$ cat src/rtl/coinc_sync_pkg.sv
// Package: shared width type and window predicate for the coincident-edge
// sync generator. Assumes ratio widths never exceed WIDE_W bits.
package coinc_sync_pkg;

    localparam int WIDE_W = 16;

    typedef logic [WIDE_W-1:0] wide_t;

    // True when phases (ca, cc) under ratios (na, nc) sit inside the final
    // faster-clock period before the shared rising edge.
    function automatic logic lead_window(input wide_t ca, input wide_t cc,
                                         input wide_t na, input wide_t nc);
        if (na <= nc) begin
            return cc == ca + (nc - na);
        end
        return ca == cc + (na - nc);
    endfunction

endpackage

$ cat src/rtl/coinc_phase_ctr.sv
// Module: phase counter rebuilding one divided clock. It counts 0..ratio-1
// and flags the last phase. Assumes ratio >= 1 and that a new ratio only
// arrives while the counter is returning to 0.
module coinc_phase_ctr #(
    parameter int RW = 6
) (
    input  logic          clk,
    input  logic          rst_n,
    input  logic [RW-1:0] ratio,
    output logic [RW-1:0] cnt_nxt,
    output logic          at_last
);

    logic [RW-1:0] cnt;

    // Last-phase detect and next phase value.
    always_comb begin
        at_last = (cnt == ratio - 1'b1);
        cnt_nxt = at_last ? '0 : cnt + 1'b1;
    end

    // Phase register, starts at 0 out of reset.
    always_ff @(posedge clk) begin
        if (!rst_n) begin
            cnt <= '0;
        end else begin
            cnt <= cnt_nxt;
        end
    end

endmodule

$ cat src/rtl/coinc_ratio_ctl.sv
// Module: ratio holder and hold-off control. It captures the requested ratios
// in reset and at a shared wrap when they differ from those in force. It
// keeps the marker suppressed for the coincidence period that follows.
// Assumes the wrap is both phase counters at their last phase at once.
module coinc_ratio_ctl #(
    parameter int RW = 6
) (
    input  logic          clk,
    input  logic          rst_n,
    input  logic [RW-1:0] req_a,
    input  logic [RW-1:0] req_c,
    input  logic          last_a,
    input  logic          last_c,
    output logic [RW-1:0] ra,
    output logic [RW-1:0] rc,
    output logic [RW-1:0] ra_nxt,
    output logic [RW-1:0] rc_nxt,
    output logic          hold,
    output logic          hold_nxt
);

    logic wrap;
    logic changed;

    // Decide reload and hold-off for the next cycle.
    always_comb begin
        wrap     = last_a & last_c;
        changed  = (req_a != ra) | (req_c != rc);
        ra_nxt   = ra;
        rc_nxt   = rc;
        hold_nxt = hold;
        if (wrap) begin
            if (changed) begin
                ra_nxt   = req_a;
                rc_nxt   = req_c;
                hold_nxt = 1'b1;
            end else begin
                hold_nxt = 1'b0;
            end
        end
    end

    // Ratio and hold-off registers; reset captures the requested ratios.
    always_ff @(posedge clk) begin
        if (!rst_n) begin
            ra   <= req_a;
            rc   <= req_c;
            hold <= 1'b1;
        end else begin
            ra   <= ra_nxt;
            rc   <= rc_nxt;
            hold <= hold_nxt;
        end
    end

endmodule

$ cat src/rtl/coinc_lead_window.sv
// Module: marker driver. It evaluates the lead window on next-cycle phases
// and ratios and registers the active-low marker. Assumes RW <= WIDE_W.
module coinc_lead_window
    import coinc_sync_pkg::*;
#(
    parameter int RW = 6
) (
    input  logic          clk,
    input  logic          rst_n,
    input  logic [RW-1:0] ra_nxt,
    input  logic [RW-1:0] rc_nxt,
    input  logic [RW-1:0] ca_nxt,
    input  logic [RW-1:0] cc_nxt,
    input  logic          hold_nxt,
    output logic          sync_n
);

    logic in_win;

    // Window test on the values the counters take next cycle.
    always_comb begin
        in_win = lead_window(wide_t'(ca_nxt), wide_t'(cc_nxt),
                             wide_t'(ra_nxt), wide_t'(rc_nxt));
    end

    // Registered marker: high in reset and during hold-off.
    always_ff @(posedge clk) begin
        if (!rst_n) begin
            sync_n <= 1'b1;
        end else begin
            sync_n <= hold_nxt | ~in_win;
        end
    end

endmodule

$ cat src/rtl/coinc_sync_gen.sv
// Module: top of the coincident-edge sync generator. It rebuilds the bank A
// and bank C phases and drives sync_n low for the faster period ahead of each
// shared rising edge. Assumes ratios of at least 1 and RW of at most 16.
module coinc_sync_gen #(
    parameter int RW = 6
) (
    input  logic          clk,
    input  logic          rst_n,
    input  logic [RW-1:0] div_a,
    input  logic [RW-1:0] div_c,
    output logic          sync_n
);

    localparam int NBANK = 2;

    logic [RW-1:0]             ra;
    logic [RW-1:0]             rc;
    logic [RW-1:0]             ra_nxt;
    logic [RW-1:0]             rc_nxt;
    logic                      hold;
    logic                      hold_nxt;
    logic [NBANK-1:0][RW-1:0]  ratio_now;
    logic [NBANK-1:0][RW-1:0]  phase_nxt;
    logic [NBANK-1:0]          at_last;

    // Index 0 is bank A, index 1 is bank C.
    assign ratio_now = {rc, ra};

    coinc_ratio_ctl #(.RW(RW)) u_ctl (
        .clk      (clk),
        .rst_n    (rst_n),
        .req_a    (div_a),
        .req_c    (div_c),
        .last_a   (at_last[0]),
        .last_c   (at_last[1]),
        .ra       (ra),
        .rc       (rc),
        .ra_nxt   (ra_nxt),
        .rc_nxt   (rc_nxt),
        .hold     (hold),
        .hold_nxt (hold_nxt)
    );

    for (genvar b = 0; b < NBANK; b++) begin : g_bank
        coinc_phase_ctr #(.RW(RW)) u_ctr (
            .clk     (clk),
            .rst_n   (rst_n),
            .ratio   (ratio_now[b]),
            .cnt_nxt (phase_nxt[b]),
            .at_last (at_last[b])
        );
    end

    coinc_lead_window #(.RW(RW)) u_win (
        .clk      (clk),
        .rst_n    (rst_n),
        .ra_nxt   (ra_nxt),
        .rc_nxt   (rc_nxt),
        .ca_nxt   (phase_nxt[0]),
        .cc_nxt   (phase_nxt[1]),
        .hold_nxt (hold_nxt),
        .sync_n   (sync_n)
    );

endmodule

$ cat config.mk
export PLATFORM = sky130hd
export DESIGN_NAME = coinc_sync_gen
export DESIGN_NICKNAME = d
export VERILOG_FILES = /design/src/rtl/coinc_sync_pkg.sv /design/src/rtl/coinc_phase_ctr.sv /design/src/rtl/coinc_ratio_ctl.sv /design/src/rtl/coinc_lead_window.sv /design/src/rtl/coinc_sync_gen.sv
export SDC_FILE = /design/constraint.sdc
export NUM_CORES = 1
export LEC_CHECK = 0
export BUFFER_PORTS_ARGS = -buffer_cell sky130_fd_sc_hd__buf_4
export CAP_MARGIN = 20
export CORE_ASPECT_RATIO = 0.75
export CORE_MARGIN = 10
export CORE_UTILIZATION = 40
export DETAILED_ROUTE_END_ITERATION = 7
export HOLD_SLACK_MARGIN = 0.06
export REMOVE_ABC_BUFFERS = 1
export SETUP_SLACK_MARGIN = 0.02
export SLEW_MARGIN = 30
export SYNTH_ARGS = -nofsm -noshare
export SYNTH_HDL_FRONTEND = slang
export SYNTH_HIERARCHICAL = 1
export SYNTH_SLANG_ARGS = --single-unit
$ cat constraint.sdc
create_clock -name clk -period 6.97 [get_ports clk]
set_clock_uncertainty 0.15 [all_clocks]
set_input_delay 0.697 -clock clk [delete_from_list [all_inputs] [get_ports clk]]
set_output_delay 0.697 -clock clk [all_outputs]
set_load 0.005 [all_outputs]
* Yosys cells after proc, flatten, opt, wreduce, memory -nomap -nowiden
Index checks and enable logic that the tools add are counted.
W data, S select, Z words.
** Cells by class
- Add/subtract/negate cells :: 8
- Order comparisons :: 1
- Equal/unequal tests :: 6
- Mux-type cells :: 13
- Bitwise operators :: 4
** Operators with widths (number)
- $mux W6 :: 8
- $add A6 B16 Y16 :: 2
- $eq A6 B16 Y1 :: 2
- $sub A6 B6 Y7 :: 2
- $add A6 B1 Y6 const B :: 2
- $eq A6 B6 Y1 :: 2
- $ne A6 B6 Y1 :: 2
- $sub A6 B1 Y6 const B :: 2
- $le A6 B6 Y1 :: 1
- $mux W1 :: 5
- $or A1 B1 Y1 :: 2
- $and A1 B1 Y1 :: 1
- $not A1 Y1 :: 1
** Storage, ports and cells
- Flip-flop bits (word level) :: 26
- Input port bits :: 14
- Output and inout bits :: 1
- Word-level logic and storage cells :: 38

* Logic depth before layout (Yosys ltp)
Gate-level depths: netlist of the first run.
- Depth in word-level cells :: 11
- Depth in mapped cells :: 25
- Depth with buffers taken out :: 23

* Cells and area by module
Netlist of the first run, hierarchy kept.
** Modules (own cells, without submodules)
- coinc_lead_window :: times used 1, cells each 150, area each 1202.4 sq um
- coinc_ratio_ctl :: times used 1, cells each 157, area each 1097.3 sq um
- coinc_phase_ctr :: times used 2, cells each 54, area each 470.5 sq um

* Worst setup path after synthesis of the first run
Ideal clock, no wire load.
- Kind :: flip-flop to flip-flop
- Start :: register u_ctl.ra[0]
- End :: register u_win.sync_n
- Arrival time :: 4.747 ns
- Slack :: 1.938 ns
- Stages on the path, launching flop included :: 20
- Buffers on the path :: 2
- Period minus slack after synthesis :: 5.032 ns
- Cells stage by stage :: dfxtp_1 or4_4 or3_4 a2111oi_4 buf_6 and2_1 nand2_1 clkbuf_1 o21ai_0 ha_1 nor2b_1 o31a_2 o21a_1 nor2_1 xnor2_1 ha_1 xor2_1 and3_2 nor4_1 a32oi_1
** Between the ends
- Word-level cells in the longest chain between the ends :: 11
- Elaborated cells between the ends (all ways) :: 24
- Classes of those cells :: 5 x add/sub; 1 x order compare; 4 x eq/ne; 10 x mux; 4 x bitwise
** RTL lines
- from (decl) :: line coinc_ratio_ctl.sv:14 : output logic [RW-1:0] ra,
- from (signal assigned) :: line coinc_ratio_ctl.sv:46 : ra <= req_a;
- from (signal assigned) :: line coinc_ratio_ctl.sv:50 : ra <= ra_nxt;
- $sub A6 B1 Y6 (*) :: line coinc_phase_ctr.sv:18 : at_last = (cnt == ratio - 1'b1);
- $eq A6 B6 Y1 (*) :: line coinc_phase_ctr.sv:18
- via at_last[0] :: line coinc_sync_gen.sv:24 : logic [NBANK-1:0] at_last;
- $and A1 B1 Y1 (*) :: line coinc_ratio_ctl.sv:27 : wrap = last_a & last_c;
- $mux W6 (*) :: line coinc_ratio_ctl.sv:32 : if (wrap) begin
- via rc_nxt[1] :: line coinc_sync_gen.sv:19 : logic [RW-1:0] rc_nxt;
- $sub A6 B6 Y7 :: line coinc_sync_pkg.sv:14 : return cc == ca + (nc - na);
- $add A6 B16 Y16 :: line coinc_sync_pkg.sv:14
- $eq A6 B16 Y1 :: line coinc_sync_pkg.sv:14
- $mux W1 :: line coinc_sync_pkg.sv:13 : if (na <= nc) begin
- $mux W1 (*) :: line coinc_sync_pkg.sv:16 : return ca == cc + (na - nc);
- $not A1 Y1 (*) :: line coinc_lead_window.sv:31 : sync_n <= hold_nxt | ~in_win;
- $or A1 B1 Y1 (*) :: line coinc_lead_window.sv:31
- to (signal assigned) :: line coinc_lead_window.sv:31
- to (decl) :: line coinc_lead_window.sv:15 : output logic sync_n
The timed path passes the listed nets; every way through them passes the cells marked *. The select of a mux whose other input is x is not followed.
A chain may end at the register's enable or synchronous reset.

* Worst setup path after layout of the first run
- Start :: register u_ctl.rc[0]
- End :: register u_win.sync_n
** Between the ends
- Word-level cells in the longest chain between the ends :: 11
- Elaborated cells between the ends (all ways) :: 24
- Classes of those cells :: 5 x add/sub; 1 x order compare; 4 x eq/ne; 10 x mux; 4 x bitwise
** RTL lines
- from (decl) :: line coinc_ratio_ctl.sv:15 : output logic [RW-1:0] rc,
- from (signal assigned) :: line coinc_ratio_ctl.sv:47 : rc <= req_c;
- from (signal assigned) :: line coinc_ratio_ctl.sv:51 : rc <= rc_nxt;
- $sub A6 B1 Y6 (*) :: line coinc_phase_ctr.sv:18
- $eq A6 B6 Y1 (*) :: line coinc_phase_ctr.sv:18
- via at_last[1] :: line coinc_sync_gen.sv:24
- $and A1 B1 Y1 (*) :: line coinc_ratio_ctl.sv:27
- $mux W6 (*) :: line coinc_ratio_ctl.sv:32
- via rc_nxt[1] :: line coinc_sync_gen.sv:19
- $sub A6 B6 Y7 :: line coinc_sync_pkg.sv:14
- $add A6 B16 Y16 :: line coinc_sync_pkg.sv:14
- $eq A6 B16 Y1 :: line coinc_sync_pkg.sv:14
- $mux W1 :: line coinc_sync_pkg.sv:13
- $mux W1 (*) :: line coinc_sync_pkg.sv:16
- $not A1 Y1 (*) :: line coinc_lead_window.sv:31
- $or A1 B1 Y1 (*) :: line coinc_lead_window.sv:31
Marks and branches as above.

==> results of run 1 <==
==> layout make-up <==
cell class	count	area, sq um	share of cell area [%]
Multi-Input combinational cell	330	2450	71.5
Sequential cell	26	520	15.2
Timing Repair Buffer	18	135	3.95
Inverter	36	135	3.95
Tap cell	105	131	3.84
Clock buffer	4	55.1	1.61
==> path summary, 6_finish.rpt <==
check | from | end | slack, ps | cells past startpoint
max | u_ctl/rc[0]$_DFF_P_ | u_win/sync_n$_SDFF_PN1_ | 950 | 17
min | u_ctl/hold$_SDFF_PN1_ | u_ctl/hold$_SDFF_PN1_ | 380 | 2
max reg2reg | u_ctl/rc[0]$_DFF_P_ | u_win/sync_n$_SDFF_PN1_ | 950 | 17
min reg2reg | u_ctl/hold$_SDFF_PN1_ | u_ctl/hold$_SDFF_PN1_ | 380 | 2
==> metrics by stage <==
stage | std cells | utilization (%) | hold WS [ps] | setup WS [ps] | total power, uW
floorplan | 392 | - | 334 | 1520 | 481
finish | 519 | 43.4 | 385 | 952 | 674
global route | 519 | 43.4 | 428 | 503 | 730
detailed placement | 515 | 42.7 | 365 | 1040 | 565
global placement | 515 | 42.7 | 350 | 1250 | 560
CTS | 519 | 43.4 | 393 | 1000 | 673
==> cells by family after synthesis <==
family,Yosys count,synth area share (%)
buf+inv,59,8.42
compound gates,123,26.1
flops,26,16.1
simple gates,113,18.8
fa+ha+maj,36,14.8
xor+xnor,57,15.4
mux,1,0.347
==> critical path: stages (launching register included) <==
cell,delay (ps)
dfxtp_1,410
or4_4,540
or3_4,350
a2111oi_4,730
and2_1,280
nand2_1,370
o21ai_0,730
ha_1,380
nor2b_1,150
o31a_2,300
o21a_1,170
nor2_1,110
xnor2_1,170
ha_1,310
xor2_1,160
and3_2,230
nor4_1,210
a32oi_1,140
==> layout by cell type, fill, tap and decap left out, drive strengths merged <==
cell type,synthesis,routed
o22ai,13,13
fa,4,4
ha,32,32
nor4,3,3
nor2b,3,3
a41o,1,1
inv,36,36
o21a,3,3
o21ai,20,20
a211oi,11,11
o21bai,2,2
nand4,6,6
a21oi,30,30
nand3b,1,1
and3,1,1
a21o,4,4
nand3,18,18
a31oi,12,12
a32oi,1,1
nor2,15,15
nand2,33,33
xor2,14,14
dfxtp,26,26
clkbuf,12,4
buf,11,18
a2111oi,2,2
o211a,2,2
o31a,2,2
and2,4,4
a221oi,1,1
or3,2,2
mux2,1,1
nand2b,5,5
o31ai,3,3
or4,14,14
o211ai,13,13
a21boi,3,3
or2,2,2
xnor2,43,43
nor3,6,6
==> sequential cells by signal, summed over array words and instances, names as in the netlist <==
signal / count
g_bank.u_ctr/cnt: 12
u_ctl/hold: 1
u_ctl/ra: 6
u_ctl/rc: 6
u_win/sync_n: 1
==> routing by layer <==
| layer | global-route usage (%) | vias up |
|---|---|---|
| met1 | 20.7 | 1347 |
| met2 | 19.0 | 48 |
| met4 | 2.21 | 0 |
| met5 | 0 | - |
| li1 | - | 1484 |
| met3 | 2.01 | 9 |
==> synthesized netlist by cell type, types with 3 or more instances <==
cell type  instances
a21oi_1           30
fa_1               4
dfxtp_1           26
o22ai_1           13
nand3_1           18
and2_1             3
a31oi_1           12
clkbuf_1          12
nand2b_1           5
nand2_1           33
nor4_1             3
xor2_1            14
inv_1             36
o31ai_1            3
o21ai_0           17
a21o_1             4
o21ai_1            3
or4_1             12
buf_6              6
nor2_1            15
nor3_1             6
ha_1              32
nor2b_1            3
o211ai_1          13
nand4_1            4
buf_2              5
o21a_1             3
xnor2_1           43
a211oi_1          10
==> report_power, final <==
part | internal [uW] | total, uW | switching, uW
clock | 50.8 | 108 | 57.5
combinational | 174 | 386 | 212
sequential | 160 | 180 | 20.2
==> summary.txt, run 1 <==
Route
  • Met2 wire len: 3.41 mm
  • Drt total wl: 8.15 mm
  • Initial DRT Pass Iterations: 4
  • Vias: 2,888
  • DR DRC count: 0
  • WL/cell: 15.7 um
  • Metal3 WL: 370 um
  • Vias per std cell: 5.56
  • Highest routed layer: met4
  • Metal-1 WL: 4.31 mm
  • Iteration-0 DRC Markers: 269
  • Post-route ant nets: 0

Place
  • I/O Buffers: 14
  • Dpl hpwl: 6.35 mm
  • Post-DP Area: 3370 sq um
  • GPL Wtd Cong: 0.829

Timing
  • Final Hold Fails: 0
  • RSZ-0062 raised after global routing: no
  • Tmin final: 6020 ps
  • Fmax: 0.166 GHz
  • Setup violations, final: 0
  • Worst-Margin Slew: 712 ps
  • Period utilization: 86.3%
  • Final Max Tran Viols: 0
  • Slew headroom: 52.1%
  • Total negative slack: 0 ps

Worst setup path
  • CP Capture Type: register
  • Setup CP Type: register to register
  • Setup crit start kind: register
  • CP Data Required Time: 6980 ps
  • Crit-path max FO: 23
  • CP arrival: 6030 ps

Clock network
  • CTS tree: yes
  • H-Tree Depth: 1
  • Clk Tree Root Cell: clkbuf_8
  • Hold buffers post-CTS: 0
  • Num CTS Buffers: 3
  • Setup bufs post-CTS: 0
  • Longest Clk Path Bufs: 2
  • Sink Count: 26
  • Later-pin clock latency in the skew report: 290 ps
  • Worst-path clk slew: 110 ps
  • Post_cts resized: 0

Global routing
  • All-layer global routing usage: 13.4%
  • Initial antenna violation count: 0
  • Vias in the first global route: 2,662
  • GRT overflow: 0
  • Largest net degree at the start of global routing: 39
  • First-pass GRT wire length: 13.6 mm

Layout
  • Final #Nets: 465
  • Fillers: 812
  • Final Cell Area: 3420 sq um
  • Layout cell share with drive strength beyond 1: 9.42%
  • Area growth syn-to-layout: 5.68%
  • ANT cells: 0

Hold path
  • Worst min path class: register to register

Synth
  • Post-Syn Instances: 415
  • Top cells by area, synth: dfxtp_1, ha_1, xnor2_1
  • Yosys top cell by area: dfxtp_1
  • Top_reg_cell synth: dfxtp_1
  • Top-area cell type share of the netlist area: 16.1%
  • Post-synth EDFFs: 0
  • Synthesized cell area: 3240 sq um
  • Synth cell types: 48
  • Yosys warning count: 6
  • Synth async-reset ratio: 0%
  • Register area share after synthesis: 16.1%
  • Seq cells post-synth: 26
  • Syn Area/Cell: 7.81 sq um

Job
  • Max-cap viol count: 0

Die
  • Placeable Area: 7880 sq um
  • Io pins: 15
  • Row count: 28
  • Die footprint: 12,100 sq um
  • Die width: 124 um
  • Initial Utilization: 41.1%
  • Die height: 98.0 um

Power
  • PD cells: 197 nW/um^2
  • Pleak: 0.00139 uW
  • Max VDD drop: 0.0863 mV

Run status
  • Run status: completed
(Power assumes the default switching activity.)
==> run 2: changes to the inputs <==
Settings changed: ABC_AREA set to 1.
==> run 2 against run 1 <==
  * Hold slack got worse by 56 ps
  * Via count rose by 1.6%
  * Sequential power fell by 3%
  * Count of clock-buffer cells in the layout fell by 1
  * Routed wire length fell by 8.9%
  * Critical path type unchanged
  * Final cell count rose by 22%
  * Largest power group unchanged
  * Clock power rose by 18%
  * Non-clock buffer count fell by 4
  * Critical path depth rose by 13
  * Flip-flop and latch count did not move
==> summary.txt, run 2 <==
Global routing
  • Largest net degree at the start of global routing: 29 (-26%)
  • Vias in the first global route: 2,750 (+3.3%)
  • First-pass GRT wire length: 13.0 mm (-4.7%)
  • Initial antenna violation count: 0 (unchanged)
  • All-layer global routing usage: 12.9% (-0.50 points)
  • GRT overflow: 0 (unchanged)

Synth
  • Syn Area/Cell: 6.05 sq um (-22%)
  • Top cells by area, synth: nand2_1, dfxtp_1, ha_1
  • Top cell types by occurrence after synthesis: nand2_1, inv_1, nor2_1, ha_1, nand3_1
  • Synth async-reset ratio: 0% (unchanged)
  • Seq cells post-synth: 26 (unchanged)
  • Yosys top cell by area: nand2_1
  • Register area share after synthesis: 16.6% (+0.51 points)
  • Post-Syn Instances: 519 (+25%)
  • Synth cell types: 29 (-40%)
  • Post-synth EDFFs: 0 (unchanged)
  • Synthesized cell area: 3140 sq um (-3.1%)
  • Top-area cell type share of the netlist area: 21.3% (+5.2 points)
  • Yosys warning count: 6 (unchanged)
  • Top_reg_cell synth: dfxtp_1
  • Most frequent cell after synthesis: nand2_1

Worst setup path
  • Worst reg2reg setup slack: 2380 ps (+1430 ps)
  • Worst setup path startpoint: u_ctl/ra[0]$_DFF_P_
  • Most frequent CP cell: nand2_1
  • CP Data Required Time: 6980 ps (about the same)
  • Cells on worst reg2reg path: 30 (+13)
  • Setup CP Type: register to register
  • Worst setup path end: u_win/sync_n$_SDFF_PN1_
  • Worst R2R End: u_win/sync_n$_SDFF_PN1_
  • Worst r2r src: u_ctl/ra[0]$_DFF_P_
  • CP Capture Type: register
  • Setup crit start kind: register
  • Largest stage delay, worst path: 470 ps (-260 ps)
  • Worst path slowest cell: ha_1
  • CP arrival: 4610 ps (-1420 ps)
  • Crit-path max FO: 26 (+13%)

Die
  • Die width: 122 um (-1.3%)
  • Io pins: 15 (unchanged)
  • Die height: 96.8 um (-1.2%)
  • Row count: 27 (-3.6%)
  • Die footprint: 11,800 sq um (-2.5%)
  • Placeable Area: 7500 sq um (-4.9%)
  • Initial Utilization: 41.9% (+0.78 points)

Place
  • I/O Buffers: 14 (unchanged)
  • Pre-CTS WS: 2430 ps (+1380 ps)
  • Dpl hpwl: 6.20 mm (-2.3%)
  • GPL Wtd Cong: 0.903 (+8.9%)

Timing
  • Final Hold Fails: 0 (unchanged)
  • Fmax: 0.218 GHz (+31%)
  • Period utilization: 65.9% (-20 points)
  • Worst-Margin Slew: 397 ps (-314 ps)
  • Slew headroom: 73.5% (+21 points)
  • Final hold slack: 329 ps (-56.1 ps)
  • PnR worst setup slack: 2380 ps (+1430 ps)
  • Final Max Tran Viols: 0 (unchanged)
  • Total negative slack: 0 ps (unchanged)
  • RSZ-0062 raised after global routing: no
  • Setup violations, final: 0 (unchanged)
  • Tmin final: 4590 ps (-1430 ps)

Layout
  • Max reg flops: 12 (unchanged)
  • Final #Nets: 582 (+25%)
  • Fillers: 825 (+1.6%)
  • Largest registers: g_bank.u_ctr/cnt: 12 flops, u_ctl/ra: 6 flops, u_ctl/rc: 6 flops
  • Most frequent cells in the layout: nand2_1, inv_1, nor2_1
  • Area growth syn-to-layout: 7.93%
  • Layout cell share with drive strength beyond 1: 9.79% (+0.37 points)
  • Largest register by flop count: g_bank.u_ctr/cnt
  • Register Area: 520 sq um (unchanged)
  • ANT cells: 0 (unchanged)
  • Most common cell after layout, fill and taps aside: nand2_1
  • Multi-input logic area: 2160 sq um (-12%)

Power
  • PD cells: 204 nW/um^2 (+3.4%)
  • Pleak: 0.00199 uW (+43%)
  • Max VDD drop: 0.0854 mV (-1.0%)

Clock network
  • Later-pin clock latency in the skew report: 270 ps (-20 ps)
  • Setup bufs post-CTS: 0 (unchanged)
  • Worst-path clk slew: 100 ps (about the same)
  • CTS tree: yes
  • H-Tree Depth: 1 (unchanged)
  • Post_cts resized: 0 (unchanged)
  • Num CTS Buffers: 3 (unchanged)
  • Hold buffers post-CTS: 0 (unchanged)
  • Sink Count: 26 (unchanged)
  • Longest Clk Path Bufs: 2 (unchanged)
  • Clk Tree Root Cell: clkbuf_8

Route
  • DR DRC count: 0 (unchanged)
  • Vias: 2,934 (+1.6%)
  • WL/cell: 11.8 um (-25%)
  • Metal-1 WL: 3.93 mm (-8.8%)
  • Iteration-0 DRC Markers: 232 (-14%)
  • Initial DRT Pass Iterations: 5 (+1)
  • Met2 wire len: 3.11 mm (-8.8%)
  • Metal3 WL: 358 um (-3.2%)
  • Vias per std cell: 4.64 (-17%)
  • Drt total wl: 7.43 mm (-8.9%)
  • Highest routed layer: met4
  • Post-route ant nets: 0 (unchanged)

Job
  • Max-cap viol count: 0 (unchanged)

Run status
  • Run status: completed

Hold path
  • Worst min path class: register to register
  • Hold Path Origin: u_ctl/hold$_SDFF_PN1_
==> run 2: changes by cell type after synthesis, sizes merged, moves of 10 or more <==
cell / previous run / this run
nand2: 33 / 180
inv: 36 / 108
nor2: 15 / 46
xnor2: 43 / 18
a21oi: 30 / 15
or4: 14 / 0
nand3: 18 / 31
o22ai: 13 / 0
o211ai: 13 / 1
a211oi: 11 / 0
a31oi: 12 / 1
clkbuf: 12 / 1
o21ai: 20 / 30
==> run 2: layout make-up <==
class                      instances  share of cell area, %
tap                              101                   3.73
sequential                        26                   15.4
clock buffer                       3                   1.22
inverter                         108                   12.0
timing repair buffer              14                   3.10
clock inverter                     1                  0.886
multi-input combinational        379                   63.8
==> run 2: stage by stage <==
stage	std cells	utilization, %	total power, uW	area (sq um)
finish	632	45.2	690	3390
global route	632	45.2	763	3390
CTS	632	45.2	694	3390
detailed placement	628	44.3	562	3320
global placement	628	44.3	555	3320
floorplan	513	-	479	3090
==> run 2: worst min-delay path by stage <==
stage	endpoint	slack [ps]	cells after the start
after global placement	u_ctl/hold$_SDFF_PN1_	300	2
after detailed placement	u_ctl/hold$_SDFF_PN1_	310	2
after floorplan	u_ctl/hold$_SDFF_PN1_	290	2
after CTS	u_ctl/hold$_SDFF_PN1_	340	2
final	u_ctl/hold$_SDFF_PN1_	330	2
after global routing	u_ctl/hold$_SDFF_PN1_	390	2
==> run 2: power by group <==
group          leakage [uW]  switching [uW]  internal (uW)
registers          0.000215            15.9            159
clock network     0.0000357            49.7           76.8
logic               0.00174             236            153
==> run 2: cells by family after synthesis <==
group / Yosys count / share of synthesized area, %
DFF: 26 / 16.6
adders and majority gates: 36 / 15.3
and+or+nand+nor: 262 / 34.1
AOI/OAI and AO/OA: 49 / 10.5
xor gates and xnor gates: 32 / 8.92
buffers and inverters: 114 / 14.6
==> run 2: layer usage <==
metal  global-route usage (%)  up-vias
li1                         -     1589
met1                     19.1     1295
met2                     19.3       48
met3                     2.26        2
met4                     1.53        0
met5                        0        -
==> run 2: worst max-delay path: cells and delay by family (launching register included) <==
family / cells / cell delay, ps
flip-flops: 1 / 440
XOR/XNOR: 1 / 120
AO/OA/AOI/OAI: 4 / 750
buffers and inverters: 5 / 400
AND/OR/NAND/NOR: 17 / 1490
adder cells (fa/ha/maj): 3 / 1090
==> run 3: changes to the inputs <==
Clock period 6.97 ns to 4.2 ns, I/O delays scaled along.
==> run 3 against run 2 <==
  * Highest routed layer unchanged
  * Register-to-register slack got worse by 2200 ps
  * Hold slack worse by 27 ps
  * Count of clock-buffer cells in the layout unchanged
  * Total power rose by 84%
  * Sequential share of layout area decreased by 1.9 points
  * Die area unchanged
  * Clock power is 74% higher
  * Cell area increased by 15%
  * Sequential power grew 66%
  * Non-clock buffer count up 37
  * Fmax is 14% higher
==> summary.txt, run 3 (same netlist as run 2, synthesis figures left out) <==
Worst setup path
  • Top delay family on crit path: adder cells
  • Most frequent CP cell: nand2_1
  • Worst path slowest cell: fa_1
  • Worst Path Buf+Inv: 6 (+1)
  • Crit-path max FO: 6 (-77%)
  • CP Capture Type: register
  • Setup crit start kind: register
  • CP Data Required Time: 4230 ps (-2750 ps)
  • CP arrival: 4040 ps (-570 ps)
  • Largest stage delay, worst path: 450 ps (-20 ps)
  • Setup CP Type: register to register

Die
  • Die width: 122 um (unchanged)
  • Die height: 96.8 um (unchanged)
  • Die footprint: 11,800 sq um (unchanged)
  • Placeable Area: 7500 sq um (unchanged)
  • Row count: 27 (unchanged)
  • Initial Utilization: 41.9% (unchanged)
  • Io pins: 15 (unchanged)

Timing
  • Final Max Tran Viols: 0 (unchanged)
  • Final Hold Fails: 0 (unchanged)
  • RSZ-0062 raised after global routing: yes
  • Period utilization: 95.5% (+30 points)
  • Tmin final: 4010 ps (-580 ps)
  • Fmax: 0.249 GHz (+14%)
  • Worst-Margin Slew: 297 ps (-101 ps)
  • Slew headroom: 80.2% (+6.7 points)
  • Setup violations, final: 0 (unchanged)
  • Total negative slack: 0 ps (unchanged)

Place
  • Placed cell count: 658 (+4.8%)
  • Dpl hpwl: 6.67 mm (+7.6%)
  • GPL Wtd Cong: 0.888 (-1.6%)
  • Post-DP Area: 3540 sq um (+6.8%)
  • I/O Buffers: 14 (unchanged)

Power
  • Pleak: 0.00217 uW (+9.1%)
  • Pwr Total: 1270 uW (+84%)
  • PD cells: 326 nW/um^2 (+60%)
  • Max VDD drop: 0.212 mV (+150%)

Layout
  • Area growth syn-to-layout: 24.1%
  • Largest register by flop count: g_bank.u_ctr/cnt
  • Most frequent cells in the layout: nand2_1, inv_1, buf_4
  • Layout cell share with drive strength beyond 1: 22.3% (+13 points)
  • Post-route insts no fill: 670 (+6.0%)
  • Max reg flops: 12 (unchanged)
  • Final Cell Area: 3900 sq um (+15%)
  • Final #Nets: 620 (+6.5%)
  • Most common cell after layout, fill and taps aside: nand2_1
  • ANT cells: 0 (unchanged)
  • Largest registers: g_bank.u_ctr/cnt: 12 flops, u_ctl/ra: 6 flops, u_ctl/rc: 6 flops

Route
  • Iteration-0 DRC Markers: 180 (-22%)
  • Post-route ant nets: 0 (unchanged)
  • Drt total wl: 8.29 mm (+12%)
  • Vias per std cell: 4.66 (+0.37%)
  • Vias: 3,122 (+6.4%)
  • Initial DRT Pass Iterations: 4 (-1)
  • WL/cell: 12.4 um (+5.3%)
  • DR DRC count: 0 (unchanged)

Clock network
  • Hold buffers post-CTS: 0 (unchanged)
  • Later-pin clock latency in the skew report: 280 ps (about the same)
  • CTS tree: yes
  • Longest Clk Path Bufs: 2 (unchanged)
  • Num CTS Buffers: 3 (unchanged)
  • Sink Count: 26 (unchanged)
  • H-Tree Depth: 1 (unchanged)
  • Worst-path clk slew: 100 ps (about the same)
  • Clk Tree Root Cell: clkbuf_8

Global routing
  • GRT overflow: 0 (unchanged)
  • Initial antenna violation count: 0 (unchanged)
  • Largest net degree at the start of global routing: 29 (unchanged)
  • First-pass GRT wire length: 13.9 mm (+6.9%)
  • Vias in the first global route: 2,943 (+7.0%)
  • All-layer global routing usage: 13.9% (+0.99 points)

Run status
  • Run status: completed

Job
  • Max-cap viol count: 0 (unchanged)

Hold path
  • Worst min path class: input pin to register
==> run 3: worst paths after layout <==
kind / startpoint / endpoint / slack [ps] / cells past startpoint
worst max-delay path: u_ctl/rc[1]$_DFF_P_ / u_win/sync_n$_SDFF_PN1_ / 190 / 28
worst min-delay path: div_c[3] / u_ctl/rc[3]$_DFF_P_ / 300 / 3
worst max register to register: u_ctl/rc[1]$_DFF_P_ / u_win/sync_n$_SDFF_PN1_ / 190 / 28
worst min register to register: u_ctl/hold$_SDFF_PN1_ / u_ctl/hold$_SDFF_PN1_ / 340 / 2
==> run 3: where the power goes <==
group	total [uW]	leakage, uW	switching (uW)	internal, uW
clock network	221	0.0000357	92.9	128
logic	761	0.00192	430	331
registers	290	0.000215	25.1	265
total	1270	0.00217	548	723
==> run 3: tightest hold or removal path: cells and delay by family <==
kind,cells,cell delay [ps]
buf+inv,2,150
compound gates,1,140
==> run 3: what timing repair did <==
item / CTS / global route
resized for setup: 0 / 51
pin swaps: 1 / 21
setup endpoints to repair: 1 / 1
gates cloned: 0 / 1
buffers inserted: 4 / 3
==> run 3: area by class of cell <==
| class | instances | area (sq um) |
|---|---|---|
| multi-input combinational | 380 | 2380 |
| timing repair buffer | 51 | 387 |
| fill | 775 | 3600 |
| sequential | 26 | 524 |
| inverter | 108 | 410 |
| clock buffer | 3 | 41.3 |
| tap | 101 | 126 |
| clock inverter | 1 | 30.0 |
==> run 3: stage by stage <==
stage / worst slack, ps / utilization (%) / hold WS (ps)
after global placement: 77.6 / 47.3 / 299
after floorplan: 210 / - / 287
after global routing: -76.5 / 52.0 / 293
final: 187 / 52.0 / 301
after detailed placement: -14.0 / 47.3 / 310
after CTS: 28.0 / 48.6 / 287
==> run 3: metal layers <==
metal,wire (um),GRT usage (%),up-vias
met4,58,2.06,0
li1,-,-,1669
met5,0,0,-
met3,451,2.43,6
met2,3530,20.5,51
met1,4250,20.6,1396
